### config.mk
export PLATFORM = sky130hd
export DESIGN_NAME = dbg_cmd_exec
export DESIGN_NICKNAME = d
export VERILOG_FILES = /design/src/rtl/dbg_exec_pkg.sv /design/src/rtl/dbg_reply_buf.sv /design/src/rtl/dbg_tx_framer.sv /design/src/rtl/dbg_cmd_exec.sv
export SDC_FILE = /design/constraint.sdc
export NUM_CORES = 2
export LEC_CHECK = 0
export BUFFER_PORTS_ARGS = -buffer_cell sky130_fd_sc_hd__buf_4
export CORE_MARGIN = 4
export CORE_UTILIZATION = 55
export DETAILED_ROUTE_END_ITERATION = 10
export PLACE_DENSITY = 0.71
export SETUP_SLACK_MARGIN = 0.2
export SLEW_MARGIN = 15
export SYNTH_ARGS = -nofsm -noshare
export SYNTH_HDL_FRONTEND = slang
export SYNTH_SLANG_ARGS = --single-unit
### constraint.sdc
create_clock -name clk -period 10.9 [get_ports clk]
set_input_delay 1.09 -clock clk [delete_from_list [all_inputs] [get_ports clk]]
set_output_delay 1.09 -clock clk [all_outputs]
set_load 0.01 [all_outputs]
### src/rtl/dbg_exec_pkg.sv
package dbg_exec_pkg;

    localparam logic [7:0] FN_STATUS = 8'hFF;
    localparam logic [7:0] FN_RDMEM  = 8'hFE;
    localparam logic [7:0] FN_WRMEM  = 8'hFD;
    localparam logic [7:0] FN_SETB   = 8'hF9;
    localparam logic [7:0] FN_PIN    = 8'hF8;
    localparam logic [7:0] FN_POUT   = 8'hF7;
    localparam logic [7:0] FN_ERR    = 8'hF0;

    typedef enum logic [4:0] {
        S_IDLE, S_DESC, S_FETCH, S_DISPATCH,
        S_RD_REQ, S_RD_CAP,
        S_WR, S_VRD, S_VCMP,
        S_SB_RD, S_SB_WR, S_SB_VRD, S_SB_CMP,
        S_PIN_CAP, S_STAT, S_SEND, S_WAIT, S_ACK
    } exec_state_e;

    typedef enum logic [2:0] {
        F_IDLE, F_FN, F_LEN, F_DATA, F_SUM
    } frm_state_e;

endpackage

### src/rtl/dbg_reply_buf.sv
module dbg_reply_buf #(
    parameter int DEPTH = 128,
    localparam int IDX_W = $clog2(DEPTH)
) (
    input  logic             clk,
    input  logic             rst_n,
    input  logic             we,
    input  logic [IDX_W-1:0] widx,
    input  logic [7:0]       wdata,
    input  logic [IDX_W-1:0] ridx,
    output logic [7:0]       rdata
);

    logic [7:0] mem_q [DEPTH];

    always_ff @(posedge clk or negedge rst_n) begin
        if (!rst_n) begin
            for (int j = 0; j < DEPTH; j++) mem_q[j] <= 8'h00;
        end else if (we) begin
            mem_q[widx] <= wdata;
        end
    end

    assign rdata = mem_q[ridx];

endmodule

### src/rtl/dbg_tx_framer.sv
module dbg_tx_framer
    import dbg_exec_pkg::*;
#(
    parameter int DEPTH = 128,
    localparam int IDX_W = $clog2(DEPTH)
) (
    input  logic             clk,
    input  logic             rst_n,
    input  logic             start,
    input  logic [7:0]       fn,
    input  logic [7:0]       len,
    output logic [IDX_W-1:0] rd_idx,
    input  logic [7:0]       rd_data,
    output logic             tx_valid,
    input  logic             tx_ready,
    output logic [7:0]       tx_data,
    output logic             done
);

    typedef struct packed {
        frm_state_e state;
        logic [7:0] idx;
        logic [7:0] sum;
    } frm_regs_t;

    frm_regs_t q, d;

    always_comb begin
        d        = q;
        tx_valid = 1'b0;
        tx_data  = 8'h00;
        done     = 1'b0;
        rd_idx   = q.idx[IDX_W-1:0];
        unique case (q.state)
            F_IDLE: if (start) d.state = F_FN;
            F_FN: begin
                tx_valid = 1'b1;
                tx_data  = fn;
                if (tx_ready) begin
                    d.sum   = fn;
                    d.state = F_LEN;
                end
            end
            F_LEN: begin
                tx_valid = 1'b1;
                tx_data  = len;
                if (tx_ready) begin
                    d.sum   = q.sum + len;
                    d.idx   = 8'd0;
                    d.state = (len == 8'd0) ? F_SUM : F_DATA;
                end
            end
            F_DATA: begin
                tx_valid = 1'b1;
                tx_data  = rd_data;
                if (tx_ready) begin
                    d.sum = q.sum + rd_data;
                    d.idx = q.idx + 8'd1;
                    if (q.idx + 8'd1 == len) d.state = F_SUM;
                end
            end
            F_SUM: begin
                tx_valid = 1'b1;
                tx_data  = ~q.sum + 8'd1;
                if (tx_ready) begin
                    done    = 1'b1;
                    d.state = F_IDLE;
                end
            end
            default: d.state = F_IDLE;
        endcase
    end

    always_ff @(posedge clk or negedge rst_n) begin
        if (!rst_n) begin
            q.state <= F_IDLE;
            q.idx   <= 8'd0;
            q.sum   <= 8'd0;
        end else begin
            q <= d;
        end
    end

    // an offered byte is held until taken
    p_tx_hold_r13: assert property (@(posedge clk) disable iff (!rst_n)
        (tx_valid && !tx_ready) |=> (tx_valid && $stable(tx_data)));

endmodule

### src/rtl/dbg_cmd_exec.sv
module dbg_cmd_exec
    import dbg_exec_pkg::*;
#(
    parameter int ADDR_W    = 16,
    parameter int BUF_DEPTH = 128,
    parameter int DESC_LEN  = 9,
    parameter logic [DESC_LEN*8-1:0] DESC =
        {8'h05, 8'h80, 8'h00, 8'h00, 8'h00, 8'h00, 8'h00, 8'h01, 8'h3F},
    localparam int IDX_W = $clog2(BUF_DEPTH)
) (
    input  logic              clk,
    input  logic              rst_n,
    input  logic              cmd_valid,
    input  logic [7:0]        cmd_fn,
    input  logic [7:0]        cmd_len,
    output logic              cmd_accept,
    output logic [7:0]        buf_idx,
    input  logic [7:0]        buf_data,
    output logic [ADDR_W-1:0] mem_addr,
    output logic              mem_rd,
    output logic              mem_wr,
    output logic [7:0]        mem_wdata,
    input  logic [7:0]        mem_rdata,
    output logic              tx_valid,
    input  logic              tx_ready,
    output logic [7:0]        tx_data
);

    typedef struct packed {
        exec_state_e       state;
        logic [7:0]        op;
        logic [7:0]        clen;
        logic [7:0]        rfn;
        logic [7:0]        rlen;
        logic [7:0]        stat;
        logic [3:0][7:0]   arg;
        logic [1:0]        k;
        logic [7:0]        base;
        logic [7:0]        cnt;
        logic [7:0]        i;
        logic [ADDR_W-1:0] addr;
        logic [7:0]        old;
    } exec_regs_t;

    exec_regs_t q, d;

    // descriptor bytes, entry 0 first on the wire
    logic [7:0] desc_byte [DESC_LEN];
    for (genvar g = 0; g < DESC_LEN; g++) begin : g_desc
        assign desc_byte[g] = DESC[(DESC_LEN-1-g)*8 +: 8];
    end

    logic             rb_we;
    logic [IDX_W-1:0] rb_widx;
    logic [7:0]       rb_wdata;
    logic [IDX_W-1:0] rb_ridx;
    logic [7:0]       rb_rdata;
    logic             frm_start;
    logic             frm_done;
    logic [5:0]       groups;
    logic [7:0]       desc_sel;

    assign groups   = q.clen[7:2];
    assign desc_sel = (q.i < 8'(DESC_LEN)) ? desc_byte[q.i[$clog2(DESC_LEN)-1:0]] : 8'h00;

    always_comb begin
        d          = q;
        mem_rd     = 1'b0;
        mem_wr     = 1'b0;
        mem_addr   = q.addr + ADDR_W'(q.i);
        mem_wdata  = 8'h00;
        buf_idx    = 8'd0;
        rb_we      = 1'b0;
        rb_widx    = q.i[IDX_W-1:0];
        rb_wdata   = mem_rdata;
        frm_start  = 1'b0;
        cmd_accept = 1'b0;
        unique case (q.state)
            S_IDLE: if (cmd_valid) begin
                d.op   = cmd_fn;
                d.clen = cmd_len;
                d.rfn  = cmd_fn;
                d.rlen = 8'd0;
                d.base = 8'd0;
                d.k    = 2'd0;
                d.i    = 8'd0;
                case (cmd_fn)
                    FN_STATUS: begin
                        d.rlen  = 8'(DESC_LEN);
                        d.state = S_DESC;
                    end
                    FN_RDMEM, FN_WRMEM, FN_PIN, FN_POUT: d.state = S_FETCH;
                    FN_SETB: d.state = (cmd_len[7:2] == 6'd0) ? S_SEND : S_FETCH;
                    default: begin
                        d.rfn   = FN_ERR;
                        d.stat  = 8'd1;
                        d.state = S_STAT;
                    end
                endcase
            end
            S_DESC: begin
                rb_we    = 1'b1;
                rb_wdata = desc_sel;
                d.i      = q.i + 8'd1;
                if (q.i == 8'(DESC_LEN - 1)) d.state = S_SEND;
            end
            S_FETCH: begin
                buf_idx      = q.base + 8'(q.k);
                d.arg[q.k]   = buf_data;
                d.k          = q.k + 2'd1;
                if (q.k == 2'd3) d.state = S_DISPATCH;
            end
            S_DISPATCH: begin
                d.i    = 8'd0;
                d.addr = ADDR_W'({q.arg[2], q.arg[1]});
                case (q.op)
                    FN_RDMEM: begin
                        d.cnt   = (q.arg[3] > 8'(BUF_DEPTH)) ? 8'(BUF_DEPTH) : q.arg[3];
                        d.rlen  = d.cnt;
                        d.state = (d.cnt == 8'd0) ? S_SEND : S_RD_REQ;
                    end
                    FN_WRMEM: begin
                        d.cnt = (q.clen > 8'd3) ? q.clen - 8'd3 : 8'd0;
                        if (d.cnt == 8'd0) begin
                            d.stat  = 8'd0;
                            d.state = S_STAT;
                        end else begin
                            d.state = S_WR;
                        end
                    end
                    FN_SETB: d.state = S_SB_RD;
                    FN_PIN: begin
                        mem_rd   = 1'b1;
                        mem_addr = ADDR_W'({q.arg[1], q.arg[0]});
                        d.state  = S_PIN_CAP;
                    end
                    default: begin
                        mem_wr    = 1'b1;
                        mem_addr  = ADDR_W'({q.arg[1], q.arg[0]});
                        mem_wdata = q.arg[2];
                        d.stat    = 8'd0;
                        d.state   = S_STAT;
                    end
                endcase
            end
            S_RD_REQ: begin
                mem_rd  = 1'b1;
                d.state = S_RD_CAP;
            end
            S_RD_CAP: begin
                rb_we = 1'b1;
                d.i   = q.i + 8'd1;
                d.state = (q.i + 8'd1 == q.cnt) ? S_SEND : S_RD_REQ;
            end
            S_WR: begin
                buf_idx   = 8'd3 + q.i;
                mem_wr    = 1'b1;
                mem_wdata = buf_data;
                d.i       = q.i + 8'd1;
                if (q.i + 8'd1 == q.cnt) begin
                    d.i     = 8'd0;
                    d.state = S_VRD;
                end
            end
            S_VRD: begin
                mem_rd  = 1'b1;
                d.state = S_VCMP;
            end
            S_VCMP: begin
                buf_idx = 8'd3 + q.i;
                if (mem_rdata != buf_data) begin
                    d.stat  = 8'd1;
                    d.state = S_STAT;
                end else if (q.i + 8'd1 == q.cnt) begin
                    d.stat  = 8'd0;
                    d.state = S_STAT;
                end else begin
                    d.i     = q.i + 8'd1;
                    d.state = S_VRD;
                end
            end
            S_SB_RD: begin
                mem_rd  = 1'b1;
                d.state = S_SB_WR;
            end
            S_SB_WR: begin
                d.old     = mem_rdata;
                mem_wr    = 1'b1;
                mem_wdata = q.arg[3];
                d.state   = S_SB_VRD;
            end
            S_SB_VRD: begin
                mem_rd  = 1'b1;
                d.state = S_SB_CMP;
            end
            S_SB_CMP: begin
                if (mem_rdata == q.arg[3]) begin
                    rb_we    = 1'b1;
                    rb_widx  = q.rlen[IDX_W-1:0];
                    rb_wdata = q.old;
                    d.rlen   = q.rlen + 8'd1;
                    if (q.rlen + 8'd1 == {2'b00, groups}) begin
                        d.state = S_SEND;
                    end else begin
                        d.base  = q.base + 8'd4;
                        d.k     = 2'd0;
                        d.state = S_FETCH;
                    end
                end else begin
                    d.state = S_SEND;
                end
            end
            S_PIN_CAP: begin
                d.stat  = mem_rdata;
                d.state = S_STAT;
            end
            S_STAT: begin
                rb_we    = 1'b1;
                rb_widx  = '0;
                rb_wdata = q.stat;
                d.rlen   = 8'd1;
                d.state  = S_SEND;
            end
            S_SEND: begin
                frm_start = 1'b1;
                d.state   = S_WAIT;
            end
            S_WAIT: if (frm_done) d.state = S_ACK;
            S_ACK: begin
                cmd_accept = 1'b1;
                d.state    = S_IDLE;
            end
            default: d.state = S_IDLE;
        endcase
    end

    always_ff @(posedge clk or negedge rst_n) begin
        if (!rst_n) begin
            q       <= '0;
            q.state <= S_IDLE;
        end else begin
            q <= d;
        end
    end

    dbg_reply_buf #(.DEPTH(BUF_DEPTH)) u_rbuf (
        .clk   (clk),
        .rst_n (rst_n),
        .we    (rb_we),
        .widx  (rb_widx),
        .wdata (rb_wdata),
        .ridx  (rb_ridx),
        .rdata (rb_rdata)
    );

    dbg_tx_framer #(.DEPTH(BUF_DEPTH)) u_frm (
        .clk      (clk),
        .rst_n    (rst_n),
        .start    (frm_start),
        .fn       (q.rfn),
        .len      (q.rlen),
        .rd_idx   (rb_ridx),
        .rd_data  (rb_rdata),
        .tx_valid (tx_valid),
        .tx_ready (tx_ready),
        .tx_data  (tx_data),
        .done     (frm_done)
    );

    // one strobe per cycle
    p_one_strobe_r12: assert property (@(posedge clk) disable iff (!rst_n)
        !(mem_rd && mem_wr));

    // set-bytes write is read back on the very next cycle, same address
    p_verify_follows_r6: assert property (@(posedge clk) disable iff (!rst_n)
        (q.state == S_SB_WR) |=> (mem_rd && $stable(mem_addr)));

    // accept is a single pulse
    p_accept_pulse_r11: assert property (@(posedge clk) disable iff (!rst_n)
        cmd_accept |=> !cmd_accept);

    // accept comes right after a byte handshake
    p_accept_after_tx_r11: assert property (@(posedge clk) disable iff (!rst_n)
        cmd_accept |-> $past(tx_valid && tx_ready));

    // reply streaming never overlaps bus traffic
    p_quiet_bus_r2: assert property (@(posedge clk) disable iff (!rst_n)
        tx_valid |-> (!mem_rd && !mem_wr));

endmodule

==> impl_metrics.env <==
export IMPL_syn_avg_cell_area_um2=10.35
export IMPL_post_cts_repair_setup_buffers=0
export IMPL_synth_top_family_by_area="multiplexers"
export IMPL_syn2layout_area_growth_pct=8.619
export IMPL_worst_pin_slew_ns=1.215
export IMPL_finalSetupTns_ns=0
export IMPL_synth_fp_nets=5385
export IMPL_synth_area_um2=55060
export IMPL_layout_drive_gt1_share_pct=14.14
export IMPL_maxCapViolations=0
export IMPL_ys_seq_area_share_pct=53.08
export IMPL_synth_fa_ha_area_share_pct=0.7317
export IMPL_drt_iter0_markers=3998
export IMPL_fmax_mhz=164.9
export IMPL_dieArea_um2=105200
export IMPL_antenna_found_initial=4
export IMPL_clock_path_buffers=3
export IMPL_finalSetupViolCount=0
export IMPL_combPwrFrac_pct=2.9
export IMPL_cp_end_kind="output port"
export IMPL_post_route_drc_count=0
export IMPL_cts_sinks=1168
export IMPL_htreeDepth=3
export IMPL_worstPathArrival_ns=4.98
export IMPL_worstSkewPairLatency_ns=0.70
export IMPL_hold_viol_final=0
export IMPL_p_sw_share_pct=22.22
export IMPL_clk_pin_slew_ns=0.06
export IMPL_status="finished clean"
export IMPL_synth_compound_area_share_pct=13.75
export IMPL_internal_power_mw=6.906
export IMPL_synthMuxAreaShare_pct=13.93
export IMPL_ys_async_sr_fraction_pct=100.0
export IMPL_core_rowCount=115
export IMPL_grt_max_degree=164
export IMPL_synth_edff_count=0
export IMPL_ys_types=75
export IMPL_dieHeight_um=324.4
export IMPL_slew_headroom_pct=18.84
export IMPL_synth_warnings=0
export IMPL_ctsHoldBuffers=0
export IMPL_fillCellCount=7952
export IMPL_core_area_um2=98850
export IMPL_yosys_register_bits=1168
export IMPL_cts_buffers=120
export IMPL_placed_cell_area_um2=55700
export IMPL_final_max_slew_viol_count=0
export IMPL_seq_power_share_pct=49.7
export IMPL_vias=39831
export IMPL_synth_ff_type="dfrtp_1"
export IMPL_vias_per_cell=6.194
export IMPL_period_minus_slack_ns=6.066
export IMPL_grt_total_usage_pct=27.49
export IMPL_critical_path_class="register to output port"
export IMPL_antenna_left=0
export IMPL_initial_utilization_pct=55.70
export IMPL_drt_pre_antenna_iters=6
export IMPL_nets=5106
export IMPL_ioPinCount=80
export IMPL_synthSimpleGateAreaFrac_pct=12.85
export IMPL_io_buffers=79
export IMPL_power_density_nw_per_um2=148.4
export IMPL_synth_xor_area_share_pct=1.336
export IMPL_pwr_share_clk_pct=47.4
export IMPL_finalWirelength_um=144000
export IMPL_ctsResizeCount=0
export IMPL_die_x_um=324.4
export IMPL_hold_class="primary input to async pin"
export IMPL_cts_tree="done"
export IMPL_worst_path_max_fanout=89
export IMPL_hpwlAfterDp_um=90000
export IMPL_final_area_um2=59810
export IMPL_clockRootBuffer="clkbuf_16"
export IMPL_grt_pass1_vias=39365
export IMPL_grt_pass1_wl_um=231000
export IMPL_cp_start_kind="register"
export IMPL_p_sw_mw=1.972
export IMPL_postSynthCellCount=5318
export IMPL_grt_overflow=0
export IMPL_place_congestion=0.9384
export IMPL_wl_per_cell_um=22.40
export IMPL_finClkSkew_ns=0.02769
export IMPL_ir_drop_v=0.0001159
export IMPL_power_leakage_nw=26.12
export IMPL_rsz0062_at_grt="false"
export IMPL_min_period_over_period_pct=55.65
export IMPL_cp_required_ns=9.81
## final cells by class
class / instances / area, um^2 / area share [%]
clock buffers: 170 / 3493 / 5.841
multi-input cells: 3576 / 23590 / 39.45
inverters: 41 / 156.4 / 0.2615
well taps: 1287 / 1610 / 2.692
clock inverters: 55 / 594.3 / 0.9937
repair buffers: 132 / 1119 / 1.870
diodes: 2 / 5.005 / 0.008368
flip-flops and latches: 1168 / 29240 / 48.88
## synth_stat cells, types with 6 or more instances
library cell  count  area (um^2)
nand2_1        1226         4602
and2_1           11        68.82
clkbuf_1        374         1404
ha_1             29        362.9
nor2_1          111        416.7
buf_4             9        67.56
buf_2           119        595.6
o21ai_1         259         1296
a21oi_1         144        720.7
a32oi_1          31        271.5
mux2_2           72        810.8
a22o_1           13        113.9
xnor2_1          43        376.6
inv_1            40        150.1
xor2_1           41        359.1
a222oi_1          8        80.08
or3_1           130        813.3
a21o_1           12        90.09
nor3b_1           7        52.55
a31oi_1          20        125.1
nand2b_1         17        106.4
o211ai_1          9        67.56
dfrtp_1        1168        29230
o21ai_0         788         3944
nand3_1          38        190.2
clkbuf_2          6        30.03
a22oi_1          23        172.7
nor4_1           18        112.6
o31ai_1          14        105.1
nor2b_1          17        106.4
nand4_1           9        56.30
and3_1           20        125.1
buf_1            20        75.07
nor3_1           25        125.1
mux2i_1          54        540.5
o22ai_1          10        62.56
or4_1             6        45.04
or2_2            13        81.33
a221o_1           8        80.08
o221ai_1          9        78.83
mux4_2          280         6306
## cells by family after synthesis
logic type | after synthesis
compound gates | 1390
fa+ha+maj | 31
simple gates | 1664
flops | 1168
xor+xnor | 84
mux | 407
buf+inv | 574
## critical path: stages (launching register included)
cell and delay [ns]:
dfrtp_4 0.75, buf_12 0.55, mux4_2 0.59, mux4_2 0.51, a22oi_1 0.40, nand3_1 0.20, o21ai_0 0.53, o221ai_1 0.36
buf_4 0.24
## placed cells by master (no fill, tap or decap), types with 20 or more instances in the layout
cell type,n
a21oi_1,136
a22oi_1,23
a31oi_1,20
a32oi_1,31
and3_1,20
buf_4,122
clkbuf_1,22
clkbuf_16,122
clkbuf_8,26
clkinv_2,32
dfrtp_1,1164
ha_1,29
inv_1,40
mux2_2,72
mux2i_1,54
mux4_2,280
nand2_1,1226
nand3_1,37
nor2_1,111
nor3_1,24
o21ai_0,788
o21ai_1,258
or3_1,130
xnor2_1,43
xor2_1,41
## registers in the layout, indices dropped and copies added (netlist names)
name and cells:
groups 6, u_rbuf.mem_q 1024, u_frm.q 12, q 119
u_frm.rd_idx 7
## metrics by stage
step	setup WS [ns]	hold WS (ns)	cells	utilization (%)	total power, mW
3_3_place_gp	5.358	0.4555	6202	56.32	4.743
2_1_floorplan	6.553	0.4357	5318	-	4.582
3_5_place_dp	5.362	0.4593	6203	56.35	4.750
5_1_grt	4.673	0.4883	6430	60.50	9.171
4_1_cts	4.913	0.4533	6428	60.49	8.945
6_report	4.834	0.4335	6431	60.50	8.878
## power by group through the flow
stage / logic (mW) / clock network (mW) / registers [mW]
after global placement: 0.257 / 0 / 4.49
final: 0.259 / 4.21 / 4.41
after detailed placement: 0.263 / 0 / 4.49
after CTS: 0.264 / 4.27 / 4.41
after floorplan: 0.105 / 0 / 4.48
after global routing: 0.292 / 4.47 / 4.41
## final timing paths
kind / from / endpoint / slack (ns) / cells after the start
min: rst_n / q[53]$_DFFE_PN0P_ / 0.43 / 1
max reg2reg: u_frm.rd_idx[0]$_DFFE_PN0P_ / u_frm.q[7]$_DFFE_PN0P_ / 5.23 / 14
min reg2reg: u_rbuf.mem_q[39]$_DFFE_PN0P_ / u_rbuf.mem_q[39]$_DFFE_PN0P_ / 0.47 / 2
min in group clk: u_rbuf.mem_q[39]$_DFFE_PN0P_ / u_rbuf.mem_q[39]$_DFFE_PN0P_ / 0.47 / 2
max: u_frm.rd_idx[0]$_DFFE_PN0P_ / tx_data[2] / 4.83 / 8
max in group asynchronous: rst_n / u_rbuf.mem_q[86]$_DFFE_PN0P_ / 8.19 / 3
## metal layers
layer | vias to the layer above | track usage, % | share of wire (%)
met2 | 1471 | 42.31 | 46
met3 | 301 | 4.689 | 7.2
li1 | 18103 | - | -
met5 | - | 0 | 0.018
met4 | 4 | 9.266 | 3.6
met1 | 19952 | 40.19 | 43
Power figures use the tool's default switching activity.
